$ cat config.mk
export PLATFORM = sky130hd
export DESIGN_NAME = spi_reg_master
export DESIGN_NICKNAME = d
export VERILOG_FILES = /design/src/rtl/spi_reg_pkg.sv /design/src/rtl/spi_half_tick.sv /design/src/rtl/spi_shift_core.sv /design/src/rtl/spi_reg_master.sv
export SDC_FILE = /design/constraint.sdc
export NUM_CORES = 1
export LEC_CHECK = 0
export ABC_AREA = 1
export BUFFER_PORTS_ARGS = -buffer_cell sky130_fd_sc_hd__clkbuf_2
export CORE_UTILIZATION = 35
export DETAILED_ROUTE_END_ITERATION = 8
export PLACE_DENSITY = 0.53
export SLEW_MARGIN = 0
export SYNTH_ARGS = -nofsm -noshare
export SYNTH_HDL_FRONTEND = slang
export SYNTH_SLANG_ARGS = --single-unit
$ cat constraint.sdc
create_clock -name clk -period 3.1 [get_ports clk]
set_clock_uncertainty 0.2 [all_clocks]
set_input_delay 0.155 -clock clk [delete_from_list [all_inputs] [get_ports clk]]
set_output_delay 0.155 -clock clk [all_outputs]
set_load 0.1 [all_outputs]
$ cat src/rtl/spi_reg_pkg.sv
package spi_reg_pkg;
  typedef enum logic [1:0] {
    ST_IDLE  = 2'd0,
    ST_FLUSH = 2'd1,
    ST_XFER  = 2'd2,
    ST_HOLD  = 2'd3
  } ctl_state_e;
endpackage

$ cat src/rtl/spi_half_tick.sv
module spi_half_tick #(
  parameter int DIV_W = 8
) (
  input  logic             clk,
  input  logic             rst_n,
  input  logic             en,
  input  logic [DIV_W-1:0] div,
  output logic             tick
);
  localparam logic [DIV_W-1:0] ONE = DIV_W'(1);

  logic [DIV_W-1:0] cnt_q, cnt_d;

  assign tick = en && (cnt_q == div);

  always_comb begin
    cnt_d = cnt_q;
    if (!en || tick) cnt_d = '0;
    else             cnt_d = cnt_q + ONE;
  end

  always_ff @(posedge clk or negedge rst_n) begin
    if (!rst_n) cnt_q <= '0;
    else        cnt_q <= cnt_d;
  end


  half_tick_gap_chk: assert property (@(posedge clk) disable iff (!rst_n)
    (tick && div != '0 && $stable(div)) |=> !tick);
endmodule

$ cat src/rtl/spi_shift_core.sv
module spi_shift_core #(
  parameter int FRAME_W     = 32,
  parameter int RX_W        = 16,
  parameter int HC_W        = 8,
  parameter int RST_HALVES  = 160
) (
  input  logic               clk,
  input  logic               rst_n,
  input  logic               load,
  input  logic [FRAME_W-1:0] load_word,
  input  logic [HC_W-1:0]    load_halves,
  input  logic               tick,
  input  logic               miso,
  output logic               sclk,
  output logic               mosi,
  output logic [RX_W-1:0]    rx_word,
  output logic               last_half
);
  localparam logic [HC_W-1:0] ONE = HC_W'(1);

  logic [FRAME_W-1:0] tx_q, tx_d;
  logic [RX_W-1:0]    rx_q, rx_d;
  logic [HC_W-1:0]    hc_q, hc_d, tgt_q, tgt_d;
  logic               act_q, act_d, sclk_q, sclk_d, mosi_q, mosi_d;

  assign last_half = act_q && tick && (hc_q == tgt_q - ONE);
  assign sclk      = sclk_q;
  assign mosi      = mosi_q;
  assign rx_word   = rx_q;

  always_comb begin
    tx_d   = tx_q;
    rx_d   = rx_q;
    hc_d   = hc_q;
    tgt_d  = tgt_q;
    act_d  = act_q;
    sclk_d = sclk_q;
    mosi_d = mosi_q;
    if (load) begin
      tx_d  = load_word;
      hc_d  = '0;
      tgt_d = load_halves;
      act_d = 1'b1;
    end else if (act_q && tick) begin
      hc_d = hc_q + ONE;
      if (!hc_q[0]) begin
        sclk_d = 1'b1;
        mosi_d = tx_q[FRAME_W-1];
        tx_d   = {tx_q[FRAME_W-2:0], 1'b1};
      end else begin
        sclk_d = 1'b0;
        rx_d   = {rx_q[RX_W-2:0], miso};
      end
      if (last_half) act_d = 1'b0;
    end
  end

  always_ff @(posedge clk or negedge rst_n) begin
    if (!rst_n) begin
      tx_q   <= '1;
      rx_q   <= '0;
      hc_q   <= '0;
      tgt_q  <= HC_W'(RST_HALVES);
      act_q  <= 1'b1;
      sclk_q <= 1'b0;
      mosi_q <= 1'b0;
    end else begin
      tx_q   <= tx_d;
      rx_q   <= rx_d;
      hc_q   <= hc_d;
      tgt_q  <= tgt_d;
      act_q  <= act_d;
      sclk_q <= sclk_d;
      mosi_q <= mosi_d;
    end
  end


  mosi_on_rise_chk: assert property (@(posedge clk) disable iff (!rst_n)
    !$rose(sclk_q) |-> $stable(mosi_q));


  sclk_rest_low_chk: assert property (@(posedge clk) disable iff (!rst_n)
    !act_q |-> !sclk_q);
endmodule

$ cat src/rtl/spi_reg_master.sv
module spi_reg_master
  import spi_reg_pkg::*;
#(
  parameter int CMD_W       = 16,
  parameter int DATA_W      = 16,
  parameter int DIV_W       = 8,
  parameter int FLUSH_BYTES = 10
) (
  input  logic              clk,
  input  logic              rst_n,
  input  logic [DIV_W-1:0]  clk_div,
  input  logic              req,
  input  logic              rnw,
  input  logic [CMD_W-2:0]  addr,
  input  logic [DATA_W-1:0] wdata,
  output logic              busy,
  output logic              done,
  output logic [DATA_W-1:0] rdata,
  output logic              sclk,
  output logic              mosi,
  input  logic              miso,
  output logic              cs_n
);
  localparam int FRAME_W      = CMD_W + DATA_W;
  localparam int FRAME_HALVES = 2 * FRAME_W;
  localparam int FLUSH_HALVES = 16 * FLUSH_BYTES;
  localparam int HC_MAX       = (FLUSH_HALVES > FRAME_HALVES) ? FLUSH_HALVES : FRAME_HALVES;
  localparam int HC_W         = $clog2(HC_MAX + 1);

  ctl_state_e        st_q, st_d;
  logic              flush_q, flush_d, rnw_q, rnw_d;
  logic              cs_n_q, cs_n_d, done_q, done_d;
  logic [DATA_W-1:0] rdata_q, rdata_d;
  logic              tick, last_half, load, tick_en;
  logic [FRAME_W-1:0] load_word;
  logic [DATA_W-1:0] rx_word;

  assign tick_en   = (st_q != ST_IDLE);
  assign load      = (st_q == ST_IDLE) && req;
  assign load_word = {rnw, addr, (rnw ? {DATA_W{1'b1}} : wdata)};

  spi_half_tick #(.DIV_W(DIV_W)) u_tick (
    .clk  (clk),
    .rst_n(rst_n),
    .en   (tick_en),
    .div  (clk_div),
    .tick (tick)
  );

  spi_shift_core #(
    .FRAME_W   (FRAME_W),
    .RX_W      (DATA_W),
    .HC_W      (HC_W),
    .RST_HALVES(FLUSH_HALVES)
  ) u_core (
    .clk        (clk),
    .rst_n      (rst_n),
    .load       (load),
    .load_word  (load_word),
    .load_halves(HC_W'(FRAME_HALVES)),
    .tick       (tick),
    .miso       (miso),
    .sclk       (sclk),
    .mosi       (mosi),
    .rx_word    (rx_word),
    .last_half  (last_half)
  );

  always_comb begin
    st_d    = st_q;
    flush_d = flush_q;
    rnw_d   = rnw_q;
    cs_n_d  = cs_n_q;
    done_d  = 1'b0;
    rdata_d = rdata_q;
    unique case (st_q)
      ST_IDLE: begin
        if (req) begin
          st_d   = ST_XFER;
          cs_n_d = 1'b0;
          rnw_d  = rnw;
        end
      end
      ST_FLUSH, ST_XFER: begin
        if (last_half) st_d = ST_HOLD;
      end
      ST_HOLD: begin
        if (tick) begin
          st_d    = ST_IDLE;
          cs_n_d  = 1'b1;
          done_d  = !flush_q;
          flush_d = 1'b0;
          if (rnw_q && !flush_q) rdata_d = rx_word;
        end
      end
      default: st_d = ST_IDLE;
    endcase
  end

  always_ff @(posedge clk or negedge rst_n) begin
    if (!rst_n) begin
      st_q    <= ST_FLUSH;
      flush_q <= 1'b1;
      rnw_q   <= 1'b0;
      cs_n_q  <= 1'b1;
      done_q  <= 1'b0;
      rdata_q <= '0;
    end else begin
      st_q    <= st_d;
      flush_q <= flush_d;
      rnw_q   <= rnw_d;
      cs_n_q  <= cs_n_d;
      done_q  <= done_d;
      rdata_q <= rdata_d;
    end
  end

  assign busy  = tick_en;
  assign done  = done_q;
  assign rdata = rdata_q;
  assign cs_n  = cs_n_q;


  done_single_chk: assert property (@(posedge clk) disable iff (!rst_n)
    done_q |=> !done_q);


  flush_cs_high_chk: assert property (@(posedge clk) disable iff (!rst_n)
    flush_q |-> cs_n_q);


  cs_release_chk: assert property (@(posedge clk) disable iff (!rst_n)
    $rose(cs_n_q) |-> done_q);


  cs_low_xfer_chk: assert property (@(posedge clk) disable iff (!rst_n)
    (st_q == ST_XFER) |-> !cs_n_q);


  busy_dir_hold_chk: assert property (@(posedge clk) disable iff (!rst_n)
    (st_q != ST_IDLE) |=> $stable(rnw_q));
endmodule

==> results of run 1 <==
worst reg2reg max path, stage by stage, from the launching register on:
cell and delay (ps):
dfstp_2 550, inv_1 60, ha_1 220, inv_1 200, nand3_4 130, inv_4 130
nand2_4 260, nand2_4 400, nand2_1 120, nand2_1 80
power breakdown:
group          switching [mW]  internal, mW  total (mW)
sequential             0.0582          1.24        1.30
combinational           0.177         0.150       0.327
clock                   0.490         0.555        1.04
cell usage in the layout (no fill, tap or decap), types with 2 or more instances in the layout:
| cell | count |
|---|---|
| nand2_1 | 230 |
| clkbuf_2 | 63 |
| dfrtp_1 | 54 |
| inv_1 | 53 |
| o21ai_0 | 44 |
| nand3_1 | 43 |
| dfstp_2 | 37 |
| nor2_1 | 36 |
| dlygate4sd3_1 | 33 |
| o21ai_1 | 10 |
| clkbuf_16 | 9 |
| ha_1 | 6 |
| a21oi_1 | 4 |
| nor3_1 | 4 |
| nand4_1 | 4 |
| inv_6 | 4 |
| inv_2 | 3 |
| xor2_1 | 3 |
| nor3b_1 | 2 |
| nand2_4 | 2 |
| nand2_2 | 2 |
| buf_4 | 2 |
per-layer routing:
layer	vias up	global-route usage, %
met3	6	5.188
met4	0	3.636
met5	-	0
met1	1690	19.86
li1	1949	-
met2	65	25.54
kinds of logic (layout without fill, tap and decap cells):
group | count (synthesis) | in the layout
and+or+nand+nor | 328 | 328
DFF | 91 | 91
buffers and inverters | 83 | 173
AOI/OAI and AO/OA | 60 | 60
adders and majority gates | 6 | 6
xor gates and xnor gates | 4 | 4
what timing repair did:
| action | CTS | global route |
|---|---|---|
| hold buffers | 33 | 0 |
| buffers inserted | 0 | 0 |
| hold endpoints to repair | 86 | 0 |
| endpoints found under the setup margin | 0 | 0 |
final cells by class:
class	count	area share [%]
clock buffer	9	4.102
clock inverter	7	1.026
inverter	58	4.011
multi-input combinational	398	32.32
sequential	91	42.32
tap	168	3.829
timing repair buffer	99	12.40
Yosys cell counts:
master / n / area, um^2
nand2_1: 231 / 867.1
dfrtp_1: 54 / 1351
inv_1: 53 / 198.9
o21ai_0: 44 / 220.2
nand3_1: 43 / 215.2
dfstp_2: 37 / 972.2
nor2_1: 36 / 135.1
o21ai_1: 10 / 50.05
clkbuf_1: 9 / 33.78
buf_2: 8 / 40.04
ha_1: 6 / 75.07
a21oi_1: 4 / 20.02
buf_1: 4 / 15.01
nand4_1: 4 / 25.02
nor3_1: 4 / 20.02
buf_6: 3 / 33.78
inv_2: 3 / 11.26
xor2_1: 3 / 26.28
nand2_4: 2 / 22.52
nor3b_1: 2 / 15.01
clkbuf_2: 1 / 5.000
clkinv_1: 1 / 3.750
inv_4: 1 / 6.260
nand2_2: 1 / 6.260
nand3_2: 1 / 10.01
nand3_4: 1 / 17.52
nor2_2: 1 / 6.260
nor2_4: 1 / 11.26
o211ai_1: 1 / 7.510
o22ai_1: 1 / 6.260
or2_2: 1 / 6.260
xnor2_1: 1 / 8.760
flip-flops by register name (all words and copies together), names as in the netlist:
signal and count:
u_core.mosi 1, u_core.act_q 1, done 1, u_core.tgt_q 2, st_q 2, flush_q 1
rnw_q 1, u_core.rx_word 16, u_core.sclk 1, u_core.tx_q 32, rdata 16, u_tick.cnt_q 8
cs_n 1, u_core.hc_q 8
worst max path at each step:
| stage | slack, ps | from | depth (start not counted) | end |
|---|---|---|---|---|
| after detailed placement | 680 | st_q[0]$_DFFE_PN1P_ | 8 | rdata[9]$_DFFE_PN0P_ |
| after CTS | 650 | st_q[0]$_DFFE_PN1P_ | 7 | rdata[6]$_DFFE_PN0P_ |
| final | 710 | st_q[0]$_DFFE_PN1P_ | 9 | u_core.tx_q[20]$_DFFE_PN1P_ |
| after floorplan | 540 | st_q[0]$_DFFE_PN1P_ | 9 | rdata[10]$_DFFE_PN0P_ |
| after global placement | 740 | st_q[0]$_DFFE_PN1P_ | 7 | rdata[10]$_DFFE_PN0P_ |
| after global routing | 410 | st_q[0]$_DFFE_PN1P_ | 8 | rdata[1]$_DFFE_PN0P_ |
metrics by stage:
step	worst slack [ps]	instance area [um^2]	util, %
6_report	707.9	5490	44.96
3_3_place_gp	736.7	4878	39.95
3_5_place_dp	682.9	4878	39.95
5_1_grt	406.0	5490	44.96
2_1_floorplan	537.2	4443	-
4_1_cts	654.7	5490	44.96
==> impl_metrics.tcl, run 1 <==
set metrics [dict create \
    seqCellArea_mm2 0.002323 \
    crit_type "reg2reg" \
    synth_cell_types 32 \
    crit_buf_inv 3 \
    synth_warnings 0 \
    top_layer_used "met4" \
    drc_errors 0 \
    path_cells "inv_1 > ha_1 > inv_1 > nand3_4 > inv_4 > nand2_4 > nand2_4 > nand2_1 > nand2_1" \
    reg2reg_depth 9 \
    synthAdderAreaFrac_pct 1.690 \
    initial_utilization_pct 36.38 \
    syn-num-nets 622 \
    cp_top_family "simple AND/OR/NAND/NOR gates" \
    gp_congestion 0.7380 \
    ctsResizeCount 0 \
    r2r_start "st_q[0]$_DFFE_PN1P_" \
    grt_usage_pct 15.57 \
    route.met2.wl_um 4331 \
    overflow 0 \
    drtAntennaViolNets 0 \
    dr_wl_met3_um 344 \
    cpPeakStageDelay_ps 550 \
    cp_max_fo 36 \
    ys_seq_area_share_pct 52.30 \
    layout-drive-gt1-share_pct 19.94 \
    viasPerCell 4.470 \
    htree_levels 3 \
    ir_drop_uv 233.8 \
    antenna_found_initial 0 \
    grt_max_degree 85 \
    cpMaxStageDelayCell "dfstp_2" \
    rsz0062_at_grt "no" \
    dp.cells 781 \
    muxShareOfSynthArea_pct 0 \
    violations "hold timing" \
    drt_iter0_drc 220 \
    antenna-diode-count 0 \
    cts-root-buf "clkbuf_16" \
    fillers 1270 \
    fp-row-count 40 \
    post-route-min-period_ps 2392 \
    cp-start-kind "flip-flop" \
    timing.setup.tns_ps 0 \
    boundaryPins 65 \
    p_leak_nw 2.792 \
    cts_sinks 91 \
    wl_per_cell_um 11.24 \
    max_freq_ghz 0.4180 \
    multi_input_area_mm2 0.001774 \
    synth_top_family_by_area "simple AND/OR/NAND/NOR gates" \
    total_power_mw 2.673 \
    synth-xor-area-share_pct 0.7885 \
    finalHoldViolations 1 \
    numCtsBuffers 9 \
    synthCells 572 \
    port_buffers 64 \
    hold_ws_ps -3.938 \
    path_clk_slew_ps 70 \
    nets 707 \
    synth-compound-area-share_pct 6.843 \
    fp.dieH_um 114.7 \
    setup_viol 0 \
    dp_hpwl_um 5841 \
    wl_met1_um 4592 \
    hp-start "wdata[5]" \
    coreArea_mm2 0.01221 \
    dieArea_mm2 0.01315 \
    cp-end-kind "flip-flop" \
    wl_um 9327 \
    synth-seq-cells 91 \
    crit_required_ps 3190 \
    grt_pass1_wl_um 16030 \
    grt_pass1_vias 3509 \
    maxSlewHeadroom_pct 29.10 \
    instances_no_fill 830 \
    syn_to_final_growth_pct 23.57 \
    insertion_delay_ps 340 \
    cts_buffer_depth 2 \
    cts_tree "yes" \
    r2r_slack_ps 710 \
    hold_path_depth 5 \
    maxCapViolCount 0 \
    drt_pass1_iterations 5 \
    avgSynthCellArea_um2 7.768 \
    maxSlewViolCount 0 \
    hp-class "in2reg" \
    status "finished, violations left" \
    powerDensity_mw_per_mm2 486.8 \
    cp.arrival_ps 2480 \
    synth-simple-area-share_pct 30.55 \
    post_synth_instance_area_mm2 0.004443 \
    num_vias 3710 \
    die_width_um 114.7 \
    tightest_slew_ps 1064 \
    rr_endpoint "u_core.tx_q[20]$_DFFE_PN1P_" \
    period_share_pct 77.17 \
    whs_endpoint "u_core.tx_q[5]$_DFFE_PN1P_" \
]
(Power assumes the default switching activity.)
==> inputs of run 2 (changes only) <==
- PLACE_DENSITY: 0.53 -> 0.55
- clock period: 3.1 -> 1.96 ns (I/O delays scaled with it)
==> run 2 against run 1 <==
  * The run now ends clean
  * Sequential power is 58% higher
  * Global-route usage is 0.18 points higher
  * Non-clock buffer count is 21 higher
  * Flip-flop and latch count stayed put
  * Utilization is 3.6 points higher
  * Power is 70% higher
  * Setup slack worse by 610 ps
  * Count of clock-buffer cells in the layout stayed put
  * Clock power is 79% higher
  * Cell count is 2.7% higher
  * Via count is 1.9% higher
  * Critical path type unchanged
  * Critical endpoint unchanged
  * Largest cell class unchanged
==> impl_metrics.tcl, run 2 (synthesis gave the netlist of run 1 again) <==
set metrics [dict create \
    status "completed" \
    cpPeakStageDelay_ps 440 \
    path_clk_slew_ps 70 \
    finalHoldViolations 0 \
    syn_to_final_growth_pct 33.46 \
    maxSlewViolCount 0 \
    cp.arrival_ps 1930 \
    path_common_cell "nor2_1" \
    initial_utilization_pct 36.38 \
    numCtsBuffers 9 \
    design_area_mm2 0.005929 \
    cp-start-kind "flip-flop" \
    dieArea_mm2 0.01315 \
    rsz0062_at_grt "yes" \
    drt_pass1_iterations 4 \
    timing.setup.tns_ps 0 \
    boundaryPins 65 \
    cts_buffer_depth 2 \
    maxSlewHeadroom_pct 63.85 \
    tightest_slew_ps 544.5 \
    num_vias 3782 \
    cts_tree "yes" \
    fp-row-count 40 \
    htree_levels 3 \
    powerDensity_mw_per_mm2 768.0 \
    antenna-diode-count 0 \
    wl_per_cell_um 11.31 \
    p_sw_mw 1.147 \
    postPlaceCellArea_mm2 0.005089 \
    overflow 0 \
    drtAntennaViolNets 0 \
    insertion_delay_ps 340 \
    cts-root-buf "clkbuf_16" \
    layout-drive-gt1-share_pct 25.44 \
    post-route-min-period_ps 1857 \
    cpMaxStageDelayCell "dfrtp_2" \
    top_register "u_core.tx_q" \
    grt_max_degree 52 \
    nets 729 \
    die_width_um 114.7 \
    cp_max_fo 20 \
    cp_top_family "simple AND/OR/NAND/NOR gates" \
    final_common_cell "nand2_1" \
    switching_share_pct 25.19 \
    setup_viol 0 \
    path_cells "nor2_2 > nor2_1 > nor2_1 > nand2_2 > nor2_4 > nand3_4 > clkinv_8 > nand2_8 > buf_12 > nand3_1 > nand2_1" \
    p_leak_nw 2.939 \
    seqPwrFrac_pct 45.1 \
    crit_buf_inv 2 \
    dp_hpwl_um 6353 \
    dp.cells 795 \
    final_util_pct 48.56 \
    ir_drop_uv 353.6 \
    cp-end-kind "flip-flop" \
    internal_power_mw 3.407 \
    hold_ws_ps 67.25 \
    antenna_found_initial 0 \
    grt_pass1_vias 3630 \
    crit_type "reg2reg" \
    cts_sinks 91 \
    maxCapViolCount 0 \
    drt_iter0_drc 163 \
    period_share_pct 94.77 \
    final_cell_mix "226 x nand2_1, 62 x clkbuf_2, 53 x dfrtp_1" \
    drc_errors 0 \
    instances_no_fill 852 \
    max_freq_ghz 0.5384 \
    coreArea_mm2 0.01221 \
    combPwrFrac_pct 14.0 \
    gp_congestion 0.7956 \
    viasPerCell 4.439 \
    fp.dieH_um 114.7 \
    fillers 1224 \
    wl_um 9639 \
    largest_register_ffs 32 \
    hp-class "in2async" \
    port_buffers 64 \
    grt_usage_pct 15.75 \
    crit_required_ps 2030 \
    p_clk_share_pct 40.9 \
    grt_pass1_wl_um 16490 \
]
[run 2: final cells by class]
cell class                      instances  area, um^2  share of cell area, %
Sequential cell                        91        2325                  39.21
Clock buffer                            9       225.2                  3.798
Tap cell                              168       210.2                  3.545
Inverter                               58       234.0                  3.946
Timing Repair Buffer                  120       930.9                  15.70
Clock inverter                          7       98.84                  1.667
Multi-Input combinational cell        399        1906                  32.14
[run 2: worst paths after layout]
kind                                           start                          end  slack, ps  cells after the start
setup / recovery           u_tick.cnt_q[5]$_DFF_PN0_  u_core.tx_q[20]$_DFFE_PN1P_        100                     11
hold reg to reg                  flush_q$_DFFE_PN1P_          flush_q$_DFFE_PN1P_        260                      2
hold / removal                                 rst_n    u_tick.cnt_q[4]$_DFF_PN0_         70                      2
min in group clk                                 rnw            rnw_q$_DFFE_PN0P_         70                      3
setup reg to reg           u_tick.cnt_q[5]$_DFF_PN0_  u_core.tx_q[20]$_DFFE_PN1P_        100                     11
max in group asynchronous                      rst_n         rdata[2]$_DFFE_PN0P_        830                      3
[run 2: worst register-to-register path, cell delays in order, from the launching register on]
cell,delay [ps]
dfrtp_2,440
nor2_2,110
nor2_1,50
nor2_1,120
nand2_2,90
nor2_4,150
nand3_4,120
clkinv_8,90
nand2_8,90
buf_12,180
nand3_1,80
nand2_1,60
[run 2: power by group through the flow]
stage               registers, mW  logic (mW)  clock network [mW]
detailed placement           2.09       0.509                   0
finish                       2.05       0.635                1.86
CTS                          2.06       0.563                1.93
global placement             2.08       0.490                   0
floorplan                    2.07       0.331                   0
global route                 2.06       0.728                2.00
[run 2: layer usage]
| metal | up-vias | share of wire, % | GRT usage [%] |
|---|---|---|---|
| li1 | 2001 | - | - |
| met1 | 1706 | 49 | 20.15 |
| met2 | 67 | 47 | 26.55 |
| met3 | 8 | 3.3 | 3.812 |
| met4 | 0 | 0.91 | 4.329 |
| met5 | - | 0 | 0 |
[run 2: through the flow]
step / worst slack, ps / total power, mW
5_1_grt: -32.00 / 4.786
4_1_cts: 10.83 / 4.551
3_3_place_gp: 31.21 / 2.572
6_report: 102.6 / 4.554
2_1_floorplan: -157.8 / 2.404
3_5_place_dp: -41.94 / 2.598
[run 2: timing repair]
item / 4_1_cts / 5_1_grt
endpoints found under the setup margin: 32 / 72
pin swaps: 0 / 9
hold endpoints to repair: 82 / 0
resized for setup: 1 / 29
cloned: 0 / 1
hold buffers: 34 / 0
setup buffers: 0 / 6
==> inputs of run 3 (changes only) <==
- REMOVE_ABC_BUFFERS: unset -> 1
==> run 3 against run 2 <==
  * Utilization is 2.7 points higher
  * Register-to-register slack got worse by 30 ps
  * Critical path depth down 5
  * Power down 3.6%
  * Critical path type is now reg2out
==> impl_metrics.tcl, run 3 (synthesis gave the netlist of run 1 again) <==
set metrics [dict create \
    period_share_pct 96.94 \
    coreArea_mm2 0.01221 \
    grt_pass1_vias 3559 \
    rr_endpoint "st_q[0]$_DFFE_PN1P_" \
    maxSlewHeadroom_pct 62.63 \
    tightest_slew_ps 563.0 \
    cp-start-kind "flip-flop" \
    final_cell_mix "221 x nand2_1, 62 x clkbuf_2, 53 x dfrtp_1" \
    antenna-diode-count 0 \
    num_vias 3970 \
    nets 757 \
    maxCapViolCount 0 \
    cp_max_fo 4 \
    die_width_um 114.7 \
    rsz0062_at_grt "yes" \
    powerDensity_mw_per_mm2 700.5 \
    maxSlewViolCount 0 \
    max_freq_ghz 0.5263 \
    p_leak_nw 3.132 \
    post-route-min-period_ps 1900 \
    cp-end-kind "output pin" \
    grt_pass1_wl_um 16260 \
    overflow 0 \
    cts-root-buf "clkbuf_16" \
    postPlaceCellArea_mm2 0.005136 \
    cts_tree "yes" \
    insertion_delay_ps 350 \
    drt_pass1_iterations 5 \
    layout-drive-gt1-share_pct 28.65 \
    port_buffers 64 \
    timing.setup.tns_ps 0 \
    r2r_slack_ps 70 \
    largest_register_ffs 32 \
    finalHoldViolations 0 \
    syn_to_final_growth_pct 40.97 \
    wl_um 10310 \
    top_register "u_core.tx_q" \
    cts_sinks 91 \
    numCtsBuffers 9 \
    r2r_start "u_core.tgt_q[5]$_DFFE_PN1P_" \
    design_area_mm2 0.006264 \
    drt_iter0_drc 152 \
    path_clk_slew_ps 70 \
    dieArea_mm2 0.01315 \
    setup_viol 0 \
    hold_ws_ps 12.36 \
    drtAntennaViolNets 0 \
    dp_hpwl_um 6259 \
    gp_congestion 0.7820 \
    antenna_found_initial 0 \
    reg2reg_depth 11 \
    cts_buffer_depth 2 \
    viasPerCell 4.511 \
    crit_type "reg2out" \
    status "completed" \
    initial_utilization_pct 36.38 \
    htree_levels 3 \
    cp.arrival_ps 1600 \
    fp.dieH_um 114.7 \
    wl_per_cell_um 11.72 \
    grt_max_degree 45 \
    final_common_cell "nand2_1" \
    drc_errors 0 \
    boundaryPins 65 \
    ir_drop_uv 470.2 \
    fp-row-count 40 \
    crit_required_ps 1660 \
    hp-class "in2async" \
    grt_usage_pct 15.81 \
]
[run 3: changes by cell type in the layout (fill, tap and decap cells not counted), moves of 3 or more]
cell       previous run  this run
nand2_1             226       221
buf_12                8        11
buf_4                16        30
nand2_2               4         9
o21ai_0              20        26
nand3_2               6         0
clkbuf_16             9        14
nand3_1              38        42
o21ai_1              34        27
[run 3: where the power goes]
| group | internal (mW) | total (mW) | switching [mW] |
|---|---|---|---|
| Clock | 0.860 | 1.61 | 0.747 |
| Sequential | 1.97 | 2.05 | 0.0854 |
| Combinational | 0.384 | 0.727 | 0.344 |
[run 3: metal layers]
layer  routed length [um]  part of all wire, %  GRT usage [%]  vias up
met5                    0                    0              0        -
met1                 4797                   47          20.01     1815
met3                  429                  4.2          3.864        9
met2                 4925                   48          26.06       82
li1                     -                    -              -     2064
met4                  160                  1.6          6.061        0
[run 3: worst max-delay path by stage]
stage                                    from                     endpoint  slack (ps)
finish                    st_q[0]$_DFFE_PN1P_                         busy          60
global route        u_tick.cnt_q[7]$_DFF_PN0_         rdata[1]$_DFFE_PN0P_         -30
CTS                       st_q[0]$_DFFE_PN1P_  u_core.tx_q[29]$_DFFE_PN1P_           9
detailed placement        st_q[0]$_DFFE_PN1P_         rdata[4]$_DFFE_PN0P_         -30
global placement          st_q[0]$_DFFE_PN1P_         rdata[4]$_DFFE_PN0P_           2
floorplan                 st_q[0]$_DFFE_PN1P_  u_core.tgt_q[6]$_DFFE_PN0P_       -1550
[run 3: critical path, cell delays in order (launching register included)]
cell	delay, ps
dfstp_2	550
inv_2	60
ha_4	170
inv_4	70
buf_4	100
buf_4	130
buf_12	170
[run 3: timing repair]
| item | CTS | global route |
|---|---|---|
| endpoints found under the setup margin | 49 | 66 |
| pin swaps | 1 | 13 |
| endpoints found under the hold margin | 99 | 0 |
| setup buffers | 2 | 18 |
| hold buffers | 34 | 0 |
| resized for setup | 8 | 54 |
| gates cloned | 1 | 9 |
[run 3: area by class of cell]
cell class | instances | area, um^2
timing repair buffer | 146 | 1286
fill | 1180 | 5948
multi-input combinational | 401 | 1939
clock buffer | 10 | 229.0
clock inverter | 6 | 42.54
tap | 168 | 210.2
sequential | 91 | 2325
inverter | 58 | 231.5
[run 3: metrics by stage]
stage	cells	util, %	power [mW]	worst slack (ps)
global route	880	51.29	4.634	-31.09
CTS	853	47.65	4.277	9.384
floorplan	547	-	2.398	-1545
detailed placement	800	42.06	2.598	-34.92
finish	880	51.29	4.388	60.06
global placement	800	42.06	2.579	1.984
